[src/rtl/tlbl_pkg.sv]
package tlbl_pkg;

  localparam int VA_W     = 32;
  localparam int PAGE_LSB = 10;
  localparam int VPN_W    = VA_W - PAGE_LSB;
  localparam int ASID_W   = 8;
  localparam int FC_W     = 12;

  typedef enum logic [1:0] {
    ACC_READ  = 2'b00,
    ACC_WRITE = 2'b01,
    ACC_FETCH = 2'b10,
    ACC_RSVD  = 2'b11
  } acc_kind_e;

  localparam logic [FC_W-1:0] FC_NONE       = 12'h000;
  localparam logic [FC_W-1:0] FC_MISS_RD    = 12'h040;
  localparam logic [FC_W-1:0] FC_MISS_WR    = 12'h060;
  localparam logic [FC_W-1:0] FC_FIRST_WR   = 12'h080;
  localparam logic [FC_W-1:0] FC_PROT_RD    = 12'h0A0;
  localparam logic [FC_W-1:0] FC_PROT_WR    = 12'h0C0;
  localparam logic [FC_W-1:0] FC_ADDR_RD    = 12'h0E0;
  localparam logic [FC_W-1:0] FC_ADDR_WR    = 12'h100;
  localparam logic [FC_W-1:0] FC_MULTI      = 12'h140;

  // Strobes from the control half to the datapath half: output address source
  typedef struct packed {
    logic useTlb;
    logic maskTop;
    logic passRaw;
  } dp_strobe_t;

  // Mask of page-tag bits that form the page base for a given size code
  function automatic logic [VPN_W-1:0] pageBaseMask(input logic [1:0] sizeCode);
    int shamt;
    case (sizeCode)
      2'b00:   shamt = 0;
      2'b01:   shamt = 2;
      2'b10:   shamt = 6;
      default: shamt = 10;
    endcase
    return {VPN_W{1'b1}} << shamt;
  endfunction

endpackage

[src/rtl/tlbl_entry_cmp.sv]
module tlbl_entry_cmp
  import tlbl_pkg::*;
(
  input  logic [VPN_W-1:0]  vaHigh,
  input  logic [ASID_W-1:0] curAsid,
  input  logic              asidChk,
  input  logic              entValid,
  input  logic              entShared,
  input  logic [ASID_W-1:0] entAsid,
  input  logic [VPN_W-1:0]  entVpn,
  input  logic [1:0]        entSize,
  output logic              isHit,
  output logic [VPN_W-1:0]  baseMask
);

  logic asidOk;
  logic tagEq;

  assign baseMask = pageBaseMask(entSize);
  assign asidOk   = entShared | ~asidChk | (entAsid == curAsid);
  assign tagEq    = ((vaHigh ^ entVpn) & baseMask) == '0;
  assign isHit    = entValid & asidOk & tagEq;

endmodule

[src/rtl/tlbl_xlate_dp.sv]
module tlbl_xlate_dp
  import tlbl_pkg::*;
#(
  parameter int NUM_ENTRIES = 4,
  localparam int IDX_W = (NUM_ENTRIES > 1) ? $clog2(NUM_ENTRIES) : 1,
  localparam int CNT_W = $clog2(NUM_ENTRIES + 1)
)(
  input  logic [VA_W-1:0]               vaddr,
  input  logic [ASID_W-1:0]             curAsid,
  input  logic                          asidChk,
  input  logic [NUM_ENTRIES-1:0]        entValid,
  input  logic [NUM_ENTRIES-1:0]        entShared,
  input  logic [NUM_ENTRIES*ASID_W-1:0] entAsid,
  input  logic [NUM_ENTRIES*VPN_W-1:0]  entVpn,
  input  logic [NUM_ENTRIES*VPN_W-1:0]  entPpn,
  input  logic [NUM_ENTRIES*2-1:0]      entSize,
  input  logic [NUM_ENTRIES*2-1:0]      entProt,
  input  logic [NUM_ENTRIES-1:0]        entDirty,
  input  dp_strobe_t                    strobe,
  output logic                          hitAny,
  output logic                          hitMulti,
  output logic [IDX_W-1:0]              selIdx,
  output logic [1:0]                    selProt,
  output logic                          selDirty,
  output logic [VA_W-1:0]               physAddr
);

  logic [NUM_ENTRIES-1:0] hitVec;
  logic [VPN_W-1:0]       maskArr [NUM_ENTRIES];
  logic [CNT_W-1:0]       hitCnt;
  logic [VPN_W-1:0]       selPpn;
  logic [VPN_W-1:0]       selMask;
  logic [VPN_W-1:0]       tlbFrame;

  for (genvar g = 0; g < NUM_ENTRIES; g++) begin : g_cmp
    tlbl_entry_cmp u_cmp (
      .vaHigh   (vaddr[VA_W-1:PAGE_LSB]),
      .curAsid  (curAsid),
      .asidChk  (asidChk),
      .entValid (entValid[g]),
      .entShared(entShared[g]),
      .entAsid  (entAsid[g*ASID_W +: ASID_W]),
      .entVpn   (entVpn[g*VPN_W +: VPN_W]),
      .entSize  (entSize[g*2 +: 2]),
      .isHit    (hitVec[g]),
      .baseMask (maskArr[g])
    );
  end

  // Count of hits and lowest hitting index
  always_comb begin
    hitCnt = '0;
    selIdx = '0;
    for (int i = 0; i < NUM_ENTRIES; i++) begin
      hitCnt = hitCnt + CNT_W'(hitVec[i]);
    end
    for (int i = NUM_ENTRIES - 1; i >= 0; i--) begin
      if (hitVec[i]) selIdx = IDX_W'(i);
    end
  end

  assign hitAny   = |hitVec;
  assign hitMulti = hitCnt > CNT_W'(1);

  // OR-mux of the hitting entry's fields (exact when one entry hits)
  always_comb begin
    selPpn   = '0;
    selMask  = '0;
    selProt  = '0;
    selDirty = 1'b0;
    for (int i = 0; i < NUM_ENTRIES; i++) begin
      if (hitVec[i]) begin
        selPpn   = selPpn   | entPpn[i*VPN_W +: VPN_W];
        selMask  = selMask  | maskArr[i];
        selProt  = selProt  | entProt[i*2 +: 2];
        selDirty = selDirty | entDirty[i];
      end
    end
  end

  assign tlbFrame = (selPpn & selMask) | (vaddr[VA_W-1:PAGE_LSB] & ~selMask);

  always_comb begin
    if (strobe.useTlb)       physAddr = {tlbFrame, vaddr[PAGE_LSB-1:0]};
    else if (strobe.maskTop) physAddr = {3'b000, vaddr[VA_W-4:0]};
    else if (strobe.passRaw) physAddr = vaddr;
    else                     physAddr = '0;
  end

endmodule

[src/rtl/tlbl_fault_ctrl.sv]
module tlbl_fault_ctrl
  import tlbl_pkg::*;
(
  input  logic [VA_W-1:0] vaddr,
  input  logic [1:0]      accKind,
  input  logic            privMode,
  input  logic            xlateEn,
  input  logic            singleVirt,
  input  logic            hitAny,
  input  logic            hitMulti,
  input  logic [1:0]      selProt,
  input  logic            selDirty,
  output logic            asidChk,
  output dp_strobe_t      strobe,
  output logic [FC_W-1:0] faultCode,
  output logic            xlateOk,
  output logic            permRead,
  output logic            permWrite,
  output logic            permExec,
  output logic            hitValid
);

  logic inLowWin;
  logic inHighWin;
  logic inUserHole;
  logic isWrite;
  logic isFetch;

  assign inLowWin   = vaddr[31:30] == 2'b10;
  assign inHighWin  = vaddr[31:29] == 3'b111;
  assign inUserHole = vaddr[31:26] == 6'b111000;
  assign isWrite    = accKind == ACC_WRITE;
  assign isFetch    = accKind == ACC_FETCH;
  assign asidChk    = ~singleVirt | ~privMode;

  always_comb begin
    strobe    = '0;
    faultCode = FC_NONE;
    permRead  = 1'b0;
    permWrite = 1'b0;
    permExec  = 1'b0;
    hitValid  = 1'b0;
    if (inLowWin || inHighWin) begin
      if (!privMode && !(inHighWin && inUserHole)) begin
        faultCode = isWrite ? FC_ADDR_WR : FC_ADDR_RD;
      end else begin
        strobe.maskTop = inLowWin;
        strobe.passRaw = inHighWin;
        permRead  = 1'b1;
        permWrite = 1'b1;
        permExec  = 1'b1;
      end
    end else if (!xlateEn) begin
      strobe.maskTop = 1'b1;
      permRead  = 1'b1;
      permWrite = 1'b1;
      permExec  = 1'b1;
    end else if (!hitAny) begin
      faultCode = isWrite ? FC_MISS_WR : FC_MISS_RD;
    end else if (hitMulti) begin
      faultCode = FC_MULTI;
    end else begin
      hitValid = 1'b1;
      if (!privMode && !selProt[1]) begin
        faultCode = isWrite ? FC_PROT_WR : FC_PROT_RD;
      end else if (isWrite && !selProt[0]) begin
        faultCode = FC_PROT_WR;
      end else if (isWrite && !selDirty) begin
        faultCode = FC_FIRST_WR;
      end else begin
        strobe.useTlb = 1'b1;
        permRead  = 1'b1;
        permWrite = selProt[0] & selDirty;
        permExec  = isFetch;
      end
    end
  end

  assign xlateOk = faultCode == FC_NONE;

endmodule

[src/rtl/tlbl_top.sv]
module tlbl_top
  import tlbl_pkg::*;
#(
  parameter int NUM_ENTRIES = 4,
  localparam int IDX_W = (NUM_ENTRIES > 1) ? $clog2(NUM_ENTRIES) : 1
)(
  input  logic [31:0]                vaddr,
  input  logic [1:0]                 accKind,
  input  logic                       privMode,
  input  logic                       xlateEn,
  input  logic                       singleVirt,
  input  logic [7:0]                 curAsid,
  input  logic [NUM_ENTRIES-1:0]     entValid,
  input  logic [NUM_ENTRIES-1:0]     entShared,
  input  logic [NUM_ENTRIES*8-1:0]   entAsid,
  input  logic [NUM_ENTRIES*22-1:0]  entVpn,
  input  logic [NUM_ENTRIES*22-1:0]  entPpn,
  input  logic [NUM_ENTRIES*2-1:0]   entSize,
  input  logic [NUM_ENTRIES*2-1:0]   entProt,
  input  logic [NUM_ENTRIES-1:0]     entDirty,
  output logic [31:0]                physAddr,
  output logic                       permRead,
  output logic                       permWrite,
  output logic                       permExec,
  output logic                       hitValid,
  output logic [IDX_W-1:0]           hitIndex,
  output logic [11:0]                faultCode,
  output logic                       xlateOk
);

  dp_strobe_t dpStrobe;
  logic       asidChk;
  logic       hitAny;
  logic       hitMulti;
  logic [1:0] selProt;
  logic       selDirty;

  tlbl_xlate_dp #(.NUM_ENTRIES(NUM_ENTRIES)) u_dp (
    .vaddr    (vaddr),
    .curAsid  (curAsid),
    .asidChk  (asidChk),
    .entValid (entValid),
    .entShared(entShared),
    .entAsid  (entAsid),
    .entVpn   (entVpn),
    .entPpn   (entPpn),
    .entSize  (entSize),
    .entProt  (entProt),
    .entDirty (entDirty),
    .strobe   (dpStrobe),
    .hitAny   (hitAny),
    .hitMulti (hitMulti),
    .selIdx   (hitIndex),
    .selProt  (selProt),
    .selDirty (selDirty),
    .physAddr (physAddr)
  );

  tlbl_fault_ctrl u_ctrl (
    .vaddr     (vaddr),
    .accKind   (accKind),
    .privMode  (privMode),
    .xlateEn   (xlateEn),
    .singleVirt(singleVirt),
    .hitAny    (hitAny),
    .hitMulti  (hitMulti),
    .selProt   (selProt),
    .selDirty  (selDirty),
    .asidChk   (asidChk),
    .strobe    (dpStrobe),
    .faultCode (faultCode),
    .xlateOk   (xlateOk),
    .permRead  (permRead),
    .permWrite (permWrite),
    .permExec  (permExec),
    .hitValid  (hitValid)
  );

endmodule

[config.mk]
export PLATFORM = sky130hd
export DESIGN_NAME = tlbl_top
export DESIGN_NICKNAME = d
export VERILOG_FILES = /design/src/rtl/tlbl_pkg.sv /design/src/rtl/tlbl_entry_cmp.sv /design/src/rtl/tlbl_xlate_dp.sv /design/src/rtl/tlbl_fault_ctrl.sv /design/src/rtl/tlbl_top.sv
export SDC_FILE = /design/constraint.sdc
export NUM_CORES = 1
export LEC_CHECK = 0
export ABC_AREA = 1
export BUFFER_PORTS_ARGS = -buffer_cell sky130_fd_sc_hd__buf_2
export CAP_MARGIN = 20
export CORE_AREA = 2 2 128 130
export DETAILED_ROUTE_END_ITERATION = 10
export DIE_AREA = 0 0 130 132
export PLACE_DENSITY = 0.62
export SYNTH_ARGS = -nofsm -noshare
export SYNTH_HDL_FRONTEND = slang
export SYNTH_SLANG_ARGS = --single-unit
[constraint.sdc]
create_clock -name vclk -period 6.55
set_input_delay 0.9825 -clock vclk [all_inputs]
set_output_delay 0.9825 -clock vclk [all_outputs]
set_load 0.02 [all_outputs]
# After elaboration in Yosys (flattened, before gate mapping)
# Index checks and enable logic that the tools add are counted.
dict set report word_totals {
  romBits 0
  mem_count 0
  mem_bits_rw 0
  ff_bits 0
  latchBits 0
}
dict set report classes {
  n_reduce_logical 21
  n_bitwise 45
  eq_ne 17
  n_mux 70
  div 0
  n_mul 0
  shift 4
  add_sub_neg 3
  n_lt_le_gt_ge 1
}
# operator n
set ops {}
lappend ops {{two-way mux 22 bit} 8}
lappend ops {{bitwise OR 22 bit} 7}
lappend ops {{AND 22 bit} 6}
lappend ops {{two-way mux 32 bit} 3}
lappend ops {{zero test 22 bit} 4}
lappend ops {{left shift 22 x 4 -> 22 bit, first input constant} 4}
lappend ops {{XOR 22 bit} 4}
lappend ops {{two-way mux 12 bit} 7}
lappend ops {{one-hot mux 4 bit (3 select lines)} 4}
lappend ops {{two-way mux 1 bit} 35}
lappend ops {{== test 8 bit} 4}
lappend ops {{inverter 22 bit} 1}
lappend ops {{two-way mux 2 bit} 9}
lappend ops {{== test 2 bit, second input constant} 6}
lappend ops {{zero test 12 bit} 1}
lappend ops {{bitwise OR 1 bit} 12}
lappend ops {{== test 2 x 1 -> 1 bit, second input constant} 5}
lappend ops {{AND 1 bit} 9}
lappend ops {{two-way mux 9 bit} 1}
lappend ops {{zero test 2 bit} 4}
lappend ops {{two-way mux 8 bit} 1}
lappend ops {{two-way mux 7 bit} 1}
lappend ops {{adder 3 x 1 -> 3 bit} 2}
lappend ops {{== test 6 bit, second input constant} 1}
lappend ops {{other kinds (10)} 22}

# Longest topological paths before layout
# Gate-level depths: netlist (run 1).
dict set report depth {
  depth_word 24
  depth_mapped 20
  ltp_nobuf 19
}

# Modules after synthesis
# From an unflattened synthesis (run 1), not the netlist that was laid out.
dict set report hier_totals {
  hier_cells 1370
  hier_area_um2 5831.8
}
# mod area_per_inst_um2 cells_each instances
set modules_own_cells {}
lappend modules_own_cells {tlbl_entry_cmp 785.8 179 4}
lappend modules_own_cells {tlbl_xlate_dp 2321.0 583 1}
lappend modules_own_cells {tlbl_fault_ctrl 367.9 71 1}

# Least setup slack after synthesis (run 1)
# No wires, ideal clock.
dict set report synth_path {
  path_type {input to output}
  start {in vaddr[20]}
  end {out physAddr[23]}
  n_path_buf 2
  t_arrival_ns 3.303
  slack_ns 2.265
  path_stages 16
  path_cell_list {buf_2 nand2_1 nand2_1 a2111oi_0 nand4_1 nor2_1 nand2_1 inv_1 ha_1 ha_1 nand3_1 nand2_1 nor2_8 buf_6 nand4_1 nand2_1}
}
dict set report synth_via {
  elab_chain_cells 21
  elab_cells_between_ends 67
  classes_between {add/sub (3); order compare (1); mux (24); bitwise (28); reduce/logical (11)}
}
# item line_no
set synth_lines {}
lappend synth_lines {{from (decl)} tlbl_top.sv:7} ;# input logic [31:0] vaddr,
lappend synth_lines {{branches (longest 20 deep; another with adder 3 x 1 -> 3 bit)} --}
lappend synth_lines {{two-way mux 32 bit *} tlbl_xlate_dp.sv:84} ;# if (strobe.useTlb) physAddr = {tlbFrame, vaddr[PAGE_LSB-1:0]};
lappend synth_lines {{to (decl)} tlbl_top.sv:21} ;# output logic [31:0] physAddr,
# Every way passes the cells marked *.

# Final worst setup path (run 1)
dict set report layout_path {
  start {in vaddr[26]}
  end {out physAddr[18]}
}
# Same word-level chain as after synthesis.

==> impl_results.rst, run 1 <==
.. list-table::
   :header-rows: 1

   * - Metric
     - Value
   * - Resized cells post-CTS
     - 0
   * - Max Slew Vio Count
     - 0
   * - Combinational family with the most area after synthesis
     - simple AND/OR/NAND/NOR gates
   * - Final ANT Viol Nets
     - 0
   * - Max stage delay on crit path
     - 0.47 ns
   * - Max-capacitance violation count
     - 0
   * - Number of warnings issued by yosys
     - 0
   * - Via Count
     - 7,638
   * - Critical path endpoint category
     - output port
   * - DR iter-0 viols
     - 579
   * - Die width
     - 130 um
   * - Sequential share of the synthesized area
     - 0%
   * - Total die area
     - 17,200 um2
   * - Number of distinct library cell variants in the gate-level netlist after synthesis
     - 34
   * - Static leakage
     - 4.26 nW
   * - Post-layout instance area
     - 6560 um2
   * - Maximum fanout along the worst path
     - 35
   * - Final Critical Period
     - 5.06 ns
   * - Utilization of the core after routing
     - 41.8%
   * - IO buf count
     - 324
   * - Number of clock buffers in the layout
     - 0
   * - Max VDD drop
     - 0.0319 mV
   * - Fin Setup TNS
     - 0 ns
   * - Commonest cells after routing, fill and taps aside
     - sky130_fd_sc_hd__nand2_1 (474), sky130_fd_sc_hd__buf_2 (324), sky130_fd_sc_hd__inv_1 (125), sky130_fd_sc_hd__nand3_1 (124), sky130_fd_sc_hd__nor2_1 (87)
   * - Initial antenna violation count
     - 2
   * - Tightest slew margin relative to the limit
     - 52.6%
   * - Nature of the critical path startpoint
     - input port
   * - Slowest-stage cell, CP
     - sky130_fd_sc_hd__nor2_8
   * - Number of core rows
     - 46
   * - Detailed-route wire length
     - 24,700 um
   * - Adder and majority gate portion of the synthesized area
     - 0.763%
   * - Starting utilization of the core area
     - 31.3%
   * - Min-Delay Path Class
     - input port to output port
   * - WS Path Type
     - input port to output port
   * - Synth Instances
     - 1,068
   * - First-pass GRT wire length
     - 36,700 um
   * - Avg Inst Size Synth
     - 4.61 um2
   * - Number of cells in the finished layout apart from fillers
     - 1,572
   * - Final sequential cell count
     - 0
   * - Number of instances in the placed design
     - 1,569
   * - Setup Fix Bufs, Post-CTS
     - 0
   * - WL per Instance
     - 15.7 um
   * - Worst-margin pin slew
     - 0.712 ns
   * - Final weighted congestion of routability-driven global placement
     - 0.988
   * - Crit. Startpoint
     - vaddr[26]
   * - Via count of the first global-routing pass
     - 7,001
   * - Sum of net half-perimeters after detailed placement
     - 21,100 um
   * - Post-route DRC
     - 0
   * - Fraction of final layout cells sized beyond drive strength 1
     - 28.1%
   * - DR pass1 iterations
     - 5
   * - Multiplexer share of the synthesized area
     - 0%
   * - WP data required
     - 5.57 ns
   * - Vias per inst
     - 4.86
   * - Global router's overall resource usage
     - 27.0%
   * - Signal arrival time at the worst endpoint
     - 4.08 ns
   * - Filler Cells Inserted
     - 1,915
   * - I/O pin total
     - 332
   * - Most common cell after layout, fill and taps aside
     - sky130_fd_sc_hd__nand2_1
   * - Overflow left after global routing
     - 0
   * - Area growth, synth to finish
     - 33.3%
   * - Sequential cell area
     - 0 um2
   * - Crit path cell chain
     - buf_2 -> inv_2 -> nand2_1 -> nand4_1 -> a2111oi_0 -> nand4_1 -> nor2_1 -> nand2_1 -> inv_1 -> ha_1 -> ha_1 -> nand3_1 -> nand2_1 -> nor2_8 -> nand4_1 -> nand2_1 -> buf_2
   * - Fin Hold WS
     - 2.32 ns
   * - Placeable core region
     - 15,700 um2
   * - Unrepaired setup endpoints after global routing
     - false
   * - Complex-gate fraction of the synthesized area
     - 4.81%
   * - Run status
     - finished, final reports clean
   * - Simple logic cell fraction of the synthesized area
     - 67.8%
   * - # nets final
     - 1,640
   * - Peak Freq
     - 0.198 GHz
   * - Floorplan die height
     - 132 um
   * - Finish-stage setup viols
     - 0
   * - Number of hold violations in the final report
     - 0
   * - Maximum number of pins on one net before global-route repair
     - 37
   * - Cell seen most often among critical-path stages
     - sky130_fd_sc_hd__nand2_1
   * - Synthesized area
     - 4920 um2
   * - Portion of the clock cycle consumed by the worst path in the final layout
     - 77.3%
   * - Capture point of the worst path
     - physAddr[18]
   * - Power density normalized to cell area
     - 57.2 nW/um2
   * - Xor and xnor fraction of the mapped netlist area
     - 8.19%
   * - Area of placed instances
     - 6550 um2
   * - Hold bufs inserted after CTS
     - 0
cell type report:
type / count / area [um2] / share of cell area [%]
Multi-Input combinational cell: 874 / 4050 / 61.7
Antenna cell: 2 / 5.00 / 0.0763
Tap cell: 216 / 270 / 4.12
Inverter: 148 / 556 / 8.47
Timing Repair Buffer: 332 / 1680 / 25.6
logic make-up after synthesis:
kind of cell / after synthesis
buffers and inverters: 201
other: 1
AOI/OAI and AO/OA: 43
and+or+nand+nor: 774
xor gates and xnor gates: 46
adders and majority gates: 3
metrics by stage:
| stage | worst slack, ns | total power, W |
|---|---|---|
| 2_1_floorplan | 2.26 | 0.000210 |
| 6_report | 1.49 | 0.000375 |
| 5_1_grt | 1.32 | 0.000414 |
| 3_5_place_dp | 1.58 | 0.000370 |
| 4_1_cts | 1.56 | 0.000371 |
| 3_3_place_gp | 1.66 | 0.000369 |
routing by layer:
| layer | track usage, % | wire [um] | vias up |
|---|---|---|---|
| met2 | 47.8 | 11700 | 430 |
| li1 | - | - | 3893 |
| met1 | 34.7 | 10000 | 3278 |
| met4 | 5.97 | 563 | 0 |
| met5 | 0 | 0 | - |
| met3 | 3.29 | 2490 | 37 |
worst max-delay path, delay by kind of cell:
kind	cells	cell delay [ns]
AO/OA/AOI/OAI	1	0.45
adder cells (fa/ha/maj)	2	0.53
buffers and inverters	4	0.56
AND/OR/NAND/NOR	10	1.52
power breakdown:
part | switching (W) | total [W] | internal, W
registers | 0 | 0 | 0
logic | 0.000230 | 0.000375 | 0.000145
clock network | 0 | 0.0000000000409 | 0.0000000000408
how the worst min path moves through the flow:
stage | start | cells past startpoint | slack [ns] | endpoint
global route | vaddr[3] | 4 | 2.34 | physAddr[3]
CTS | vaddr[0] | 4 | 2.32 | physAddr[0]
floorplan | vaddr[12] | 2 | 2.14 | physAddr[12]
finish | vaddr[0] | 4 | 2.32 | physAddr[0]
global placement | vaddr[9] | 4 | 2.32 | physAddr[9]
detailed placement | vaddr[0] | 4 | 2.32 | physAddr[0]
cell usage after synthesis (3+ instances only):
cell type	instances	area (um2)
sky130_fd_sc_hd__nand2_1	474	1780
sky130_fd_sc_hd__inv_1	125	469
sky130_fd_sc_hd__nand3_1	124	621
sky130_fd_sc_hd__nor2_1	87	327
sky130_fd_sc_hd__nand4_1	57	357
sky130_fd_sc_hd__xnor2_1	39	342
sky130_fd_sc_hd__buf_2	25	125
sky130_fd_sc_hd__o21ai_0	25	125
sky130_fd_sc_hd__inv_2	22	82.6
sky130_fd_sc_hd__buf_4	17	128
sky130_fd_sc_hd__a21oi_1	8	40.0
sky130_fd_sc_hd__xor2_1	7	61.3
sky130_fd_sc_hd__buf_6	6	67.6
sky130_fd_sc_hd__nor3_1	6	30.0
sky130_fd_sc_hd__clkbuf_1	4	15.0
sky130_fd_sc_hd__nand2_2	4	25.0
sky130_fd_sc_hd__nand3_2	4	40.0
sky130_fd_sc_hd__nor2_2	4	25.0
sky130_fd_sc_hd__ha_1	3	37.5
sky130_fd_sc_hd__nand2_4	3	33.8
sky130_fd_sc_hd__nor2_4	3	33.8
sky130_fd_sc_hd__o21ai_1	3	15.0
sky130_fd_sc_hd__or2_2	3	18.8
Note: power is estimated with default switching activity, not from simulation.
==> inputs of run 2 (changes only) <==
==> constraint.sdc (replaced) <==
create_clock -name vclk -period 5.2
set_input_delay 0.78 -clock vclk [all_inputs]
set_output_delay 0.78 -clock vclk [all_outputs]
set_load 0.02 [all_outputs]
==> run 2 against run 1 <==
  * First-iteration DRC count rose by 7.1%
  * Via count rose by 0.68%
  * Clock-buffer cell count did not move
  * Largest cell class unchanged
  * Routed wire length rose by 0.60%
  * Core utilization barely moved
  * Setup slack got worse by 0.93 ns
  * Sequential share of layout area did not move
  * Cell area rose by 0.11%
  * Combinational power rose by 26%
==> impl_results.rst, run 2 (synthesized netlist as in run 1, its figures left out) <==
.. list-table::
   :header-rows: 1

   * - Metric
     - Value
   * - Tightest slew margin relative to the limit
     - 57.7% (+5.2 points)
   * - Max VDD drop
     - 0.0358 mV (+12%)
   * - Number of instances in the placed design
     - 1,570 (+0.064%)
   * - Max Slew Vio Count
     - 0 (unchanged)
   * - I/O pin total
     - 332 (unchanged)
   * - Via count of the first global-routing pass
     - 6,978 (-0.33%)
   * - Initial antenna violation count
     - 4 (+2)
   * - Combinational cell fraction of total power
     - 100.0% (about the same)
   * - Total die area
     - 17,200 um2 (unchanged)
   * - Switching power as a share of total power
     - 61.3% (about the same)
   * - Placeable core region
     - 15,700 um2 (unchanged)
   * - Floorplan die height
     - 132 um (unchanged)
   * - WS Path Type
     - input port to output port
   * - WL per Instance
     - 15.8 um (+0.47%)
   * - Max stage delay on crit path
     - 0.47 ns (about the same)
   * - Critical path endpoint category
     - output port
   * - Via Count
     - 7,690 (+0.68%)
   * - Power density normalized to cell area
     - 71.9 nW/um2 (+26%)
   * - First-pass GRT wire length
     - 37,300 um (+1.5%)
   * - Maximum fanout along the worst path
     - 35 (unchanged)
   * - Final ANT Viol Nets
     - 0 (unchanged)
   * - Max-capacitance violation count
     - 0 (unchanged)
   * - Worst-margin pin slew
     - 0.630 ns (-0.0816 ns)
   * - Fraction of final layout cells sized beyond drive strength 1
     - 28.1% (+0.053 points)
   * - Resized cells post-CTS
     - 0 (unchanged)
   * - Internal Pwr Total
     - 0.000183 W (+26%)
   * - Commonest cells after routing, fill and taps aside
     - sky130_fd_sc_hd__nand2_1 (474), sky130_fd_sc_hd__buf_2 (325), sky130_fd_sc_hd__inv_1 (125), sky130_fd_sc_hd__nand3_1 (124), sky130_fd_sc_hd__nor2_1 (87)
   * - Unrepaired setup endpoints after global routing
     - false
   * - Detailed-route wire length
     - 24,900 um (+0.60%)
   * - Part of the total power dissipated in sequential elements
     - 0% (unchanged)
   * - Final weighted congestion of routability-driven global placement
     - 0.988 (about the same)
   * - Relative contribution of the clock network to total power
     - 0% (unchanged)
   * - Overflow left after global routing
     - 0 (unchanged)
   * - Global router's overall resource usage
     - 27.3% (+0.32 points)
   * - Portion of the clock cycle consumed by the worst path in the final layout
     - 89.3%
   * - Area growth, synth to finish
     - 33.5%
   * - # nets final
     - 1,641 (+0.061%)
   * - Nature of the critical path startpoint
     - input port
   * - Final Critical Period
     - 4.64 ns
   * - Hold bufs inserted after CTS
     - 0 (unchanged)
   * - Post-route DRC
     - 0 (unchanged)
   * - Cell seen most often among critical-path stages
     - sky130_fd_sc_hd__nand2_1
   * - Final sequential cell count
     - 0 (unchanged)
   * - Min-Delay Path Class
     - input port to output port
   * - Most common cell after layout, fill and taps aside
     - sky130_fd_sc_hd__nand2_1
   * - Peak Freq
     - 0.215 GHz
   * - Switching component of the power
     - 0.000290 W (+26%)
   * - Signal arrival time at the worst endpoint
     - 3.86 ns (-0.22 ns)
   * - Maximum number of pins on one net before global-route repair
     - 37 (unchanged)
   * - Number of cells in the finished layout apart from fillers
     - 1,574 (+0.13%)
   * - Slowest-stage cell, CP
     - sky130_fd_sc_hd__nor2_8
   * - Number of hold violations in the final report
     - 0 (unchanged)
   * - Setup Fix Bufs, Post-CTS
     - 0 (unchanged)
   * - Number of clock buffers in the layout
     - 0 (unchanged)
   * - Number of core rows
     - 46 (unchanged)
   * - DR iter-0 viols
     - 620 (+7.1%)
   * - Fin Setup TNS
     - 0 ns (unchanged)
   * - IO buf count
     - 324 (unchanged)
   * - Crit path cell chain
     - buf_2 -> inv_2 -> nand2_1 -> nand4_1 -> a2111oi_0 -> nand4_1 -> nor2_1 -> nand2_1 -> inv_1 -> ha_1 -> ha_1 -> nand3_1 -> nand2_1 -> nor2_8 -> nand4_1 -> nand2_1 -> buf_2
   * - Run status
     - finished, final reports clean
   * - Sum of net half-perimeters after detailed placement
     - 21,100 um (+0.43%)
   * - DR pass1 iterations
     - 5 (unchanged)
   * - Die width
     - 130 um (unchanged)
   * - Sequential cell area
     - 0 um2 (unchanged)
   * - Starting utilization of the core area
     - 31.3% (unchanged)
   * - WP data required
     - 4.42 ns (-1.15 ns)
   * - Static leakage
     - 4.26 nW (+0.12%)
   * - Vias per inst
     - 4.89 (+0.55%)
   * - Finish-stage setup viols
     - 0 (unchanged)
-- run 2: power by group through the flow --
stage | clock (W) | combinational (W) | sequential [W]
floorplan | 0 | 0.000265 | 0
global placement | 0 | 0.000464 | 0
detailed placement | 0 | 0.000466 | 0
CTS | 0 | 0.000468 | 0
global route | 0.0000000000771 | 0.000520 | 0
finish | 0.0000000000772 | 0.000472 | 0
-- run 2: worst max-delay path, delay by kind of cell --
kind / cells / cell delay [ns]
AO/OA/AOI/OAI: 1 / 0.45
buffers and inverters: 4 / 0.55
AND/OR/NAND/NOR: 10 / 1.52
adder cells (fa/ha/maj): 2 / 0.52
-- run 2: worst paths after layout --
path | start | to | slack, ns | cells after the start
max | vaddr[26] | physAddr[12] | 0.56 | 17
min | vaddr[2] | physAddr[2] | 1.92 | 4
-- run 2: final cells by class --
cell class / instances / area [um2]
inverter: 148 / 556
antenna: 3 / 7.51
multi-input combinational: 874 / 4050
tap: 216 / 270
fill: 1928 / 9140
timing repair buffer: 333 / 1690
-- run 2: layer usage --
layer,GRT usage [%],wire length [um],vias up
met4,5.32,519,2
li1,-,-,3892
met5,0,13,-
met2,48.1,11700,390
met1,35.5,10600,3371
met3,3.57,2060,35
-- run 2: metrics by stage --
step	hold slack [ns]	setup slack (ns)	utilization [%]	area [um2]	power, W
after global routing	1.94	0.168	41.8	6570	0.000520
after CTS	1.92	0.635	41.7	6560	0.000468
final	1.92	0.559	41.8	6570	0.000472
after floorplan	1.73	1.32	-	4950	0.000265
after detailed placement	1.92	0.637	41.7	6560	0.000466
after global placement	1.92	0.741	41.7	6560	0.000464
==> inputs of run 3 (changes only) <==
--- a/config.mk
+++ b/config.mk
@@ -11,7 +11,9 @@
 export CORE_AREA = 2 2 128 130
 export DETAILED_ROUTE_END_ITERATION = 10
 export DIE_AREA = 0 0 130 132
-export PLACE_DENSITY = 0.62
+export GPL_TIMING_DRIVEN = 0
+export PLACE_DENSITY_LB_ADDON = 0.1
 export SYNTH_ARGS = -nofsm -noshare
 export SYNTH_HDL_FRONTEND = slang
+export SYNTH_HIERARCHICAL = 1
 export SYNTH_SLANG_ARGS = --single-unit
==> run 3 against run 2 <==
  * Cell area increased by 21%
  * Cell count is 25% higher
  * Worst hold slack worse by 0.048 ns
  * Critical endpoint is now physAddr[30]
  * Clock-buffer cell count did not move
==> impl_results.rst, run 3 <==
.. list-table::
   :header-rows: 1

   * - Metric
     - Value
   * - Power density normalized to cell area
     - 55.9 nW/um2 (-22%)
   * - Placeable core region
     - 15,700 um2 (unchanged)
   * - I/O pin total
     - 332 (unchanged)
   * - Critical path endpoint category
     - output port
   * - Peak Freq
     - 0.200 GHz (-6.9%)
   * - Sum of buffers and inverters on the critical path
     - 11 (+7)
   * - Commonest cells after routing, fill and taps aside
     - sky130_fd_sc_hd__nand2_1 (700), sky130_fd_sc_hd__buf_2 (334), sky130_fd_sc_hd__inv_1 (271), sky130_fd_sc_hd__nor2_1 (169), sky130_fd_sc_hd__buf_4 (94)
   * - DR pass1 iterations
     - 5 (unchanged)
   * - Number of clock buffers in the layout
     - 0 (unchanged)
   * - Sum of net half-perimeters after detailed placement
     - 17,600 um (-17%)
   * - # nets final
     - 2,030 (+24%)
   * - Final weighted congestion of routability-driven global placement
     - 0.866 (-12%)
   * - Max VDD drop
     - 0.0265 mV (-26%)
   * - Number of core rows
     - 46 (unchanged)
   * - Die width
     - 130 um (unchanged)
   * - IO buf count
     - 324 (unchanged)
   * - Nature of the critical path startpoint
     - input port
   * - Filler Cells Inserted
     - 1,824 (-5.4%)
   * - Vias per inst
     - 4.04 (-17%)
   * - Initial antenna violation count
     - 2 (-2)
   * - Number of distinct library cell variants in the gate-level netlist after synthesis
     - 27 (-21%)
   * - Most numerous cell types in the synthesized netlist
     - sky130_fd_sc_hd__nand2_1 (700), sky130_fd_sc_hd__inv_1 (271), sky130_fd_sc_hd__nor2_1 (170), sky130_fd_sc_hd__buf_4 (90), sky130_fd_sc_hd__nand3_1 (47)
   * - Maximum fanout along the worst path
     - 14 (-60%)
   * - Number of warnings issued by yosys
     - 6 (+6)
   * - Post-layout instance area
     - 7970 um2 (+21%)
   * - Run status
     - finished, final reports clean
   * - Cell taking the most area after synthesis
     - sky130_fd_sc_hd__nand2_1
   * - Most common cell in the synthesized netlist
     - sky130_fd_sc_hd__nand2_1
   * - Detailed-route wire length
     - 20,600 um (-17%)
   * - Min-Delay Path Class
     - input port to output port
   * - Fin Hold WS
     - 1.87 ns (-0.0484 ns)
   * - Area growth, synth to finish
     - 36.6%
   * - Final ANT Viol Nets
     - 0 (unchanged)
   * - Floorplan die height
     - 132 um (unchanged)
   * - Final sequential cell count
     - 0 (unchanged)
   * - Cell seen most often among critical-path stages
     - sky130_fd_sc_hd__nand2_1
   * - Final Critical Period
     - 4.99 ns (+0.346 ns)
   * - Maximum number of pins on one net before global-route repair
     - 15 (-59%)
   * - Portion of the clock cycle consumed by the worst path in the final layout
     - 95.9% (+6.7 points)
   * - Cell types occupying the most area after synthesis
     - sky130_fd_sc_hd__nand2_1 (45%), sky130_fd_sc_hd__inv_1 (17%), sky130_fd_sc_hd__buf_4 (12%), sky130_fd_sc_hd__nor2_1 (11%), sky130_fd_sc_hd__nand3_1 (4.0%)
   * - WP data required
     - 4.42 ns (about the same)
   * - Max-capacitance violation count
     - 0 (unchanged)
   * - Synth Instances
     - 1,370 (+28%)
   * - Finish-stage setup viols
     - 0 (unchanged)
   * - Global router's overall resource usage
     - 22.2% (-5.1 points)
   * - Synthesized area
     - 5830 um2 (+19%)
   * - Via Count
     - 7,923 (+3.0%)
   * - Avg Inst Size Synth
     - 4.26 um2 (-7.6%)
   * - Starting utilization of the core area
     - 37.1% (+5.8 points)
   * - Max stage delay on crit path
     - 0.49 ns (+0.02 ns)
   * - Fraction of post-synthesis cell area in the top cell type by area
     - 45.1% (+8.9 points)
   * - Utilization of the core after routing
     - 50.7% (+8.9 points)
   * - Via count of the first global-routing pass
     - 6,679 (-4.3%)
   * - WL per Instance
     - 10.5 um (-33%)
   * - Area of placed instances
     - 7920 um2 (+21%)
   * - Fraction of final layout cells sized beyond drive strength 1
     - 26.8% (-1.4 points)
   * - First-pass GRT wire length
     - 31,100 um (-16%)
   * - Number of hold violations in the final report
     - 0 (unchanged)
   * - Overflow left after global routing
     - 0 (unchanged)
   * - Max Slew Vio Count
     - 0 (unchanged)
   * - Post-route DRC
     - 0 (unchanged)
   * - Sequential cell area
     - 0 um2 (unchanged)
   * - Static leakage
     - 5.75 nW (+35%)
   * - Most common cell after layout, fill and taps aside
     - sky130_fd_sc_hd__nand2_1
   * - Category of cells accounting for the largest share of critical-path delay
     - buffers and inverters
   * - Sequential share of the synthesized area
     - 0% (unchanged)
   * - Total die area
     - 17,200 um2 (unchanged)
   * - Slowest-stage cell, CP
     - sky130_fd_sc_hd__fa_1
   * - Post-layout total power
     - 0.000445 W (-5.7%)
   * - WS Path Type
     - input port to output port
   * - Signal arrival time at the worst endpoint
     - 4.21 ns (+0.35 ns)
   * - DR iter-0 viols
     - 292 (-53%)
## run 3: path summary, 6_finish.rpt
| check | start | endpoint | cells past startpoint |
|---|---|---|---|
| worst max-delay path | vaddr[31] | physAddr[30] | 26 |
| worst min-delay path | vaddr[1] | physAddr[1] | 4 |
## run 3: cells by family after synthesis
logic type	count (synthesis)	synth area share, %
and+or+nand+nor	956	65.4
buffers and inverters	383	30.9
AOI/OAI and AO/OA	12	1.03
xor gates and xnor gates	12	1.80
other	5	0.322
adders and majority gates	2	0.558
## run 3: layout make-up
type | instances | area, um2 | share of cell area, %
multi-input cells | 1038 | 4240 | 53.2
repair buffers | 325 | 1630 | 20.5
inverters | 273 | 1020 | 12.9
plain buffers | 109 | 800 | 10.0
well taps | 216 | 270 | 3.39
diodes | 1 | 2.50 | 0.0314
## run 3: through the flow
step	setup slack (ns)	instances	TNS (ns)
6_report	0.212	1962	0
5_1_grt	-0.0133	1961	-0.0846
4_1_cts	-0.0525	1962	-0.0947
3_5_place_dp	-0.428	1961	-7.64
3_3_place_gp	-0.380	1961	-5.90
2_1_floorplan	0.860	1421	0
## run 3: repair_timing
| item | CTS | global route |
|---|---|---|
| hold buffers | 0 | 0 |
| buffers inserted | 1 | 0 |
| pin swaps | 1 | 0 |
| gates resized for setup | 6 | 13 |
| setup endpoints to repair | 32 | 32 |
## run 3: where the power goes
| part | leakage, nW | switching, W | total, W | internal [W] |
|---|---|---|---|---|
| logic | 5.75 | 0.000241 | 0.000445 | 0.000205 |
| registers | 0 | 0 | 0 | 0 |
| clock network | 0.00000634 | 0 | 0.0000000000257 | 0.0000000000257 |
| total | 5.75 | 0.000241 | 0.000445 | 0.000205 |
## run 3: metal layers
metal | up-vias | GRT usage [%] | wire length, um
met1 | 3164 | 27.1 | 8950
met5 | - | 0 | 13
met3 | 14 | 2.76 | 1520
li1 | 4508 | - | -
met4 | 2 | 1.97 | 163
met2 | 235 | 42.4 | 9990
